$ cat config.mk
export PLATFORM = sky130hd
export DESIGN_NAME = sys_addr_decoder
export DESIGN_NICKNAME = d
export VERILOG_FILES = /design/src/rtl/sysbus_map_pkg.sv /design/src/rtl/bank_class_dec.sv /design/src/rtl/mmio_window_dec.sv /design/src/rtl/wram_map_dec.sv /design/src/rtl/sys_addr_decoder.sv
export SDC_FILE = /design/constraint.sdc
export NUM_CORES = 1
export LEC_CHECK = 0
export ABC_AREA = 1
export BUFFER_PORTS_ARGS = -buffer_cell sky130_fd_sc_hd__buf_2
export CORE_AREA = 2 2 39 41
export DETAILED_ROUTE_END_ITERATION = 10
export DIE_AREA = 0 0 41 43
export PLACE_DENSITY = 0.69
export SLEW_MARGIN = 30
export SYNTH_ARGS = -nofsm -noshare
export SYNTH_HDL_FRONTEND = slang
export SYNTH_SLANG_ARGS = --single-unit
$ cat constraint.sdc
create_clock -name vclk -period 1.15
set_input_delay 0.115 -clock vclk [all_inputs]
set_output_delay 0.115 -clock vclk [all_outputs]
set_load 0.05 [all_outputs]
$ cat src/rtl/sysbus_map_pkg.sv
// Package: geometry of the fixed system memory map.
// Assumes the 8-bit bank / 16-bit offset split and four register windows.
package sysbus_map_pkg;
    localparam int BANK_W   = 8;
    localparam int OFS_W    = 16;
    localparam int WRAM_AW  = 17;
    localparam int LOW_AW   = 13;
    localparam int NUM_WIN  = 4;

    typedef struct packed {
        logic [OFS_W-1:0] lo;
        logic [OFS_W-1:0] hi;
    } win_t;

    // Inclusive bounds of register window idx.
    function automatic win_t win_of(input int idx);
        win_t w;
        case (idx)
            0:       begin w.lo = 16'h2140; w.hi = 16'h2183; end
            1:       begin w.lo = 16'h4016; w.hi = 16'h4017; end
            2:       begin w.lo = 16'h4200; w.hi = 16'h421F; end
            default: begin w.lo = 16'h4300; w.hi = 16'h437F; end
        endcase
        return w;
    endfunction
endpackage

$ cat src/rtl/bank_class_dec.sv
// Classifies a bank number. io_bank marks banks 0x00-0x3F and 0x80-0xBF.
// full_bank marks the two banks that map all of work RAM (0x7E, 0x7F).
// Assumes BANK_W is 8.
module bank_class_dec #(
    parameter int BANK_W = 8
) (
    input  logic [BANK_W-1:0] bank,
    output logic              io_bank,
    output logic              full_bank
);
    // Bank-range compare for both classes.
    always_comb begin
        io_bank   = (bank < 8'h40) || (bank >= 8'h80 && bank < 8'hC0);
        full_bank = (bank == 8'h7E) || (bank == 8'h7F);
    end
endmodule

$ cat src/rtl/mmio_window_dec.sv
// Inclusive range compare for one register window.
// Assumes LO <= HI.
module mmio_window_dec #(
    parameter int                OFS_W = 16,
    parameter logic [OFS_W-1:0]  LO    = '0,
    parameter logic [OFS_W-1:0]  HI    = '0
) (
    input  logic [OFS_W-1:0] offset,
    output logic             hit
);
    // Offset against both bounds.
    always_comb hit = (offset >= LO) && (offset <= HI);
endmodule

$ cat src/rtl/wram_map_dec.sv
// Work-RAM select and address. Either the low mirror in I/O banks, or the
// full space in the two dedicated banks, where bank bit 0 picks the half.
// Assumes io_bank and full_bank are never both high.
module wram_map_dec #(
    parameter int OFS_W   = 16,
    parameter int WRAM_AW = 17,
    parameter int LOW_AW  = 13
) (
    input  logic               io_bank,
    input  logic               full_bank,
    input  logic               bank_lsb,
    input  logic [OFS_W-1:0]   offset,
    output logic               sel,
    output logic [WRAM_AW-1:0] addr
);
    localparam int HI_W = OFS_W - LOW_AW;

    logic low_hit;

    // Low mirror window: upper offset bits all zero.
    always_comb low_hit = io_bank && (offset[OFS_W-1:LOW_AW] == '0);

    // Select and address formation.
    always_comb begin
        sel  = low_hit || full_bank;
        addr = '0;
        if (full_bank)
            addr = {bank_lsb, offset};
        else if (low_hit)
            addr = {{(WRAM_AW-LOW_AW){1'b0}}, offset[LOW_AW-1:0]};
    end

    // Checks on the formed address.
    always_comb begin

        mirror_range_chk: assert (!(sel && !full_bank) || addr[WRAM_AW-1:LOW_AW] == '0)
            else $error("mirror address out of 8 KiB");

        full_offset_chk: assert (!(sel && full_bank) || addr[OFS_W-1:0] == offset)
            else $error("full-bank address lost offset");

        idle_addr_chk: assert (sel || addr == '0)
            else $error("address not zero while deselected");
    end
endmodule

$ cat src/rtl/sys_addr_decoder.sv
// Top: fixed banked address decode into register-window select, work-RAM
// select with address, and an unmapped flag. Purely combinational.
// Assumes the map in sysbus_map_pkg.
module sys_addr_decoder
    import sysbus_map_pkg::*;
#(
    parameter int P_BANK_W  = BANK_W,
    parameter int P_OFS_W   = OFS_W,
    parameter int P_WRAM_AW = WRAM_AW
) (
    input  logic [P_BANK_W-1:0]  bank,
    input  logic [P_OFS_W-1:0]   offset,
    output logic                 mmio_sel,
    output logic                 wram_sel,
    output logic [P_WRAM_AW-1:0] wram_addr,
    output logic                 unmapped
);
    logic               io_bank;
    logic               full_bank;
    logic [NUM_WIN-1:0] win_hit;

    bank_class_dec #(.BANK_W(P_BANK_W)) u_bank (
        .bank      (bank),
        .io_bank   (io_bank),
        .full_bank (full_bank)
    );

    for (genvar g = 0; g < NUM_WIN; g++) begin : g_win
        localparam win_t W = win_of(g);
        mmio_window_dec #(.OFS_W(P_OFS_W), .LO(W.lo), .HI(W.hi)) u_win (
            .offset (offset),
            .hit    (win_hit[g])
        );
    end

    wram_map_dec #(.OFS_W(P_OFS_W), .WRAM_AW(P_WRAM_AW), .LOW_AW(LOW_AW)) u_wram (
        .io_bank   (io_bank),
        .full_bank (full_bank),
        .bank_lsb  (bank[0]),
        .offset    (offset),
        .sel       (wram_sel),
        .addr      (wram_addr)
    );

    // Register-window select gated by I/O bank class.
    always_comb mmio_sel = io_bank && (|win_hit);

    // Fallback flag when no region claims the address.
    always_comb unmapped = !(mmio_sel || wram_sel);

    // Cross-region checks.
    always_comb begin

        one_region_chk: assert ($onehot({mmio_sel, wram_sel, unmapped}))
            else $error("region selects not exclusive");

        mmio_bank_chk: assert (!mmio_sel || !bank[6])
            else $error("register select outside I/O banks");
    end
endmodule

== Yosys cells after proc, flatten, opt, wreduce, memory -nomap -nowiden ==
Cells that the tools add are included.
Operators by class
  $lt $le $gt $ge: 11
  eq/ne operators: 2
  mux-type cells: 2
  reductions and logical operators: 14
Operators by type and width (number)
  16-bit by 15-bit >= comparator with 1-bit output, second input constant: 3
  16-bit by 15-bit <= comparator with 1-bit output, second input constant: 3
  17-bit 2-to-1 mux: 1
  8-bit by 7-bit == test with 1-bit output, second input constant: 2
  16-bit by 14-bit >= comparator with 1-bit output, second input constant: 1
  16-bit by 14-bit <= comparator with 1-bit output, second input constant: 1
  13-bit 2-to-1 mux: 1
  8-bit >= comparator, second input constant: 1
  8-bit by 7-bit less-than comparator with 1-bit output, second input constant: 1
  8-bit less-than comparator, second input constant: 1
  1-bit logical AND: 7
  1-bit logical OR: 4
  4-bit OR reduction: 1
  3-bit logical NOT: 1
  1-bit logical NOT: 1
Storage, ports and cells
  bits in registers: 0
  output and inout port bits: 20
  word-level logic and storage cells: 29

== Depth between registers and ports, before layout ==
  depth in word-level cells: 7
  gate-level depth with buffers: 7

== Cells and area by module ==
Synthesis repeated with hierarchy kept, for this count alone.
Unflattened totals
  cells, all modules: 130
  area total of the unflattened synthesis: 608.1 um^2
Modules (own cells, without submodules)
  wram_map_dec: times used 1, cells an instance 42, area each 230.2 um^2, sequential area each 0.0 um^2
  mmio_window_dec (g_win[2].u_win): times used 1, cells an instance 25, area each 116.4 um^2, sequential area each 0.0 um^2
  mmio_window_dec (g_win[1].u_win): times used 1, cells an instance 24, area each 90.1 um^2, sequential area each 0.0 um^2
  mmio_window_dec (g_win[0].u_win): times used 1, cells an instance 20, area each 80.1 um^2, sequential area each 0.0 um^2
  bank_class_dec: times used 1, cells an instance 7, area each 32.5 um^2, sequential area each 0.0 um^2
  mmio_window_dec (g_win[3].u_win): times used 1, cells an instance 7, area each 31.3 um^2, sequential area each 0.0 um^2
  sys_addr_decoder: times used 1, cells an instance 5, area each 27.5 um^2, sequential area each 0.0 um^2

== Worst setup path before layout ==
OpenSTA, ideal clock, no wires.
  kind: in2out
  start point: input port bank[6]
  end point: output port wram_addr[0]
  arrival time: 1744 ps
  data required time: 1035 ps
  path slack: -709 ps
  stages: 6
  cell sequence: inv_2 nor2_2 nand3_1 or2_1 buf_6 a21boi_0
Between the ends
  cells in the longest elaborated chain, start to end: 6
  elaborated cells on any way between the ends: 11
  those cells by class: 3 x order compare; 2 x eq/ne; 2 x mux; 4 x reduce/logical
Ends and longest elaborated chain
  start: declaration: RTL line sys_addr_decoder.sv:11  | input logic [P_BANK_W-1:0] bank,
  8-bit >= comparator or 8-bit less-than comparator (tied branches): RTL line bank_class_dec.sv:13  | io_bank = (bank < 8'h40) || (bank >= 8'h80 && bank < 8'hC0);
  1-bit logical AND: RTL line bank_class_dec.sv:13
  1-bit logical OR: RTL line bank_class_dec.sv:13
  1-bit logical AND: RTL line wram_map_dec.sv:21  | always_comb low_hit = io_bank && (offset[OFS_W-1:LOW_AW] == '0);
  13-bit 2-to-1 mux: RTL line wram_map_dec.sv:29  | else if (low_hit)
  17-bit 2-to-1 mux (*): RTL line wram_map_dec.sv:27  | if (full_bank)
  end: declaration: RTL line sys_addr_decoder.sv:15  | output logic [P_WRAM_AW-1:0] wram_addr,
Mark *: on every way between the ends. The rest lies on a longest branch, timed or not.

== Worst setup path in the final report ==
  start point: input port bank[7]
  end point: output port wram_addr[1]
The elaborated chain is that of the path after synthesis.

==> results.json <==
{
  "status": "finished, violations left",
  "violations": "setup timing",
  "setup_viol": 18,
  "dp_hpwl_um": 1050,
  "start_util_pct": 26.5,
  "postSynthAreaPerCell_sq_um": 5.55,
  "finalHoldViolCount": 0,
  "wl_per_cell_um": 9.69,
  "worst_pin_slew_ns": 0.254,
  "firstDrtPassIters": 2,
  "ctsHoldBuffers": 0,
  "antenna_found_initial": 0,
  "cp.depth": 7,
  "yosys-top-cells-area": "nor2_1 (16%), a21boi_0 (12%), nand2_1 (12%)",
  "routed_wl_um": 1320,
  "fin_crit_ns": 1.22,
  "cp_max_fo": 6,
  "power.clock.fraction_pct": 0,
  "critPathRequiredTime_ns": 1.03,
  "fillers": 112,
  "critPathMaxStageDelay_ns": 0.27,
  "p_seq_share_pct": 0,
  "diodes": 0,
  "rsz0062_at_grt": "true",
  "grt_pass1_wl_um": 2020,
  "critPathLaunch": "bank[7]",
  "dieArea_sq_mm": 0.00176,
  "die_y_um": 43,
  "endpoint": "wram_addr[1]",
  "p_per_area_mw_per_mm2": 252,
  "critPathLaunchType": "input pin",
  "gr-total-overflow": 0,
  "synth_cell_types": 16,
  "route.vias.total": 618,
  "syn_inst": 66,
  "p_sw_mw": 0.138,
  "netlist_area_sq_um": 367,
  "timing.fmax_ghz": 0.821,
  "flops_and_latches": 0,
  "yosysMostFrequentCell": "nor2_1",
  "min_path_type": "input pin to output pin",
  "gp_congestion": 0.723,
  "relSlewSlack_pct": 83.1,
  "synth.net_count": 90,
  "ioPinCount": 44,
  "drt_iter0_drc": 4,
  "combinationalPowerShare_pct": 100.0,
  "fin_ws_ns": -0.0677,
  "yosysSeqAreaShare_pct": 0,
  "grt_max_degree": 10,
  "drtAntennaViolNets": 0,
  "synth_top_area_share_pct": 16.4,
  "via_per_inst": 4.54,
  "report.final.slew_viol_count": 0,
  "peakVddDrop_mv": 0.128,
  "synth_area_leader_cell": "nor2_1",
  "num_rows": 14,
  "crit_chain": "buf_6 > nor2_4 > nand3_2 > or2_4 > buf_12 > a21boi_2 > buf_6",
  "ys_top_cells_by_count": "nor2_1 (16), nand2_1 (12), inv_1 (10)",
  "drive_gt1_share_pct": 71.7,
  "swShare_pct": 53.9,
  "seqCellArea_sq_um": 0,
  "grt_pass1_vias": 516,
  "path_buf_inv": 3,
  "grt_usage_pct": 15.5,
  "coreArea_sq_mm": 0.00138,
  "p_leak_nw": 0.484,
  "die_x_um": 41,
  "portBuffers": 44,
  "cap_violations": 0,
  "finalCritPeriodShare_pct": 106,
  "multiInputGateArea_sq_um": 439,
  "cp_data_arrival_time_ns": 1.10,
  "area_growth_pct": 177,
  "n_clock_buffer": 0,
  "cp_top_family": "buffers and inverters",
  "p_total_mw": 0.256,
  "internal_power_mw": 0.118,
  "cp_common_cell": "buf_6",
  "utilization_pct": 73.5,
  "yosys_warnings": 0,
  "crit_path_end_kind": "output pin",
  "path_class": "input pin to output pin",
  "num-nets-final": 146,
  "cp_slowest_cell": "or2_4",
  "drt_drc_violations_left": 0
}
cell usage in the layout, fill, tap and decap left out, drive strengths merged:
cell type	instances
buf	57
nand2	12
nand4	2
nand3	6
a21boi	7
a21oi	7
nor2	17
or2	1
inv	11
layout make-up:
cell class                 count  area share (%)
timing repair buffer          57            48.8
multi-input combinational     52            43.2
inverter                      11            6.03
tap                           16            1.97
metal layers:
layer	GRT usage, %	vias to the layer above	wire length (um)
li1	-	323	-
met1	20.6	267	479
met2	28.1	28	740
met3	0	0	99
met4	0	0	0
met5	0	-	0
worst min-delay path by stage:
stage | from | to | slack [ns] | depth (start not counted)
finish | offset[13] | wram_addr[13] | 0.60 | 4
global route | offset[13] | wram_addr[13] | 0.61 | 4
CTS | offset[13] | wram_addr[13] | 0.59 | 4
detailed placement | bank[5] | wram_addr[16] | 0.62 | 4
global placement | bank[5] | wram_addr[16] | 0.62 | 4
floorplan | offset[15] | wram_addr[15] | 0.33 | 2
what timing repair did:
item	in CTS	in global routing
gates cloned	1	0
setup buffers	0	0
endpoints found under the setup margin	19	19
resized for setup	44	7
pin swaps	12	3
per-stage QoR:
stage | hold slack [ns] | setup WS [ns] | instances | setup TNS (ns) | cell area [sq um]
CTS | 0.590 | -0.0806 | 136 | -1.08 | 991
global route | 0.612 | -0.139 | 136 | -1.92 | 1020
global placement | 0.623 | -0.220 | 135 | -3.42 | 826
finish | 0.601 | -0.0677 | 136 | -0.863 | 1020
floorplan | 0.333 | -0.0975 | 66 | -0.956 | 526
detailed placement | 0.621 | -0.227 | 135 | -3.56 | 826
cells by family after synthesis:
logic type | after synthesis | share of synthesized area (%)
AO/OA/AOI/OAI | 14 | 35.2
buffers and inverters | 14 | 21.2
AND/OR/NAND/NOR | 38 | 43.7
power groups by stage:
stage	clock [mW]	sequential (mW)	combinational, mW
detailed placement	0	0	0.224
CTS	0	0	0.250
finish	0	0	0.256
global route	0	0	0.275
global placement	0	0	0.221
floorplan	0	0	0.129
(Power assumes the default switching activity.)
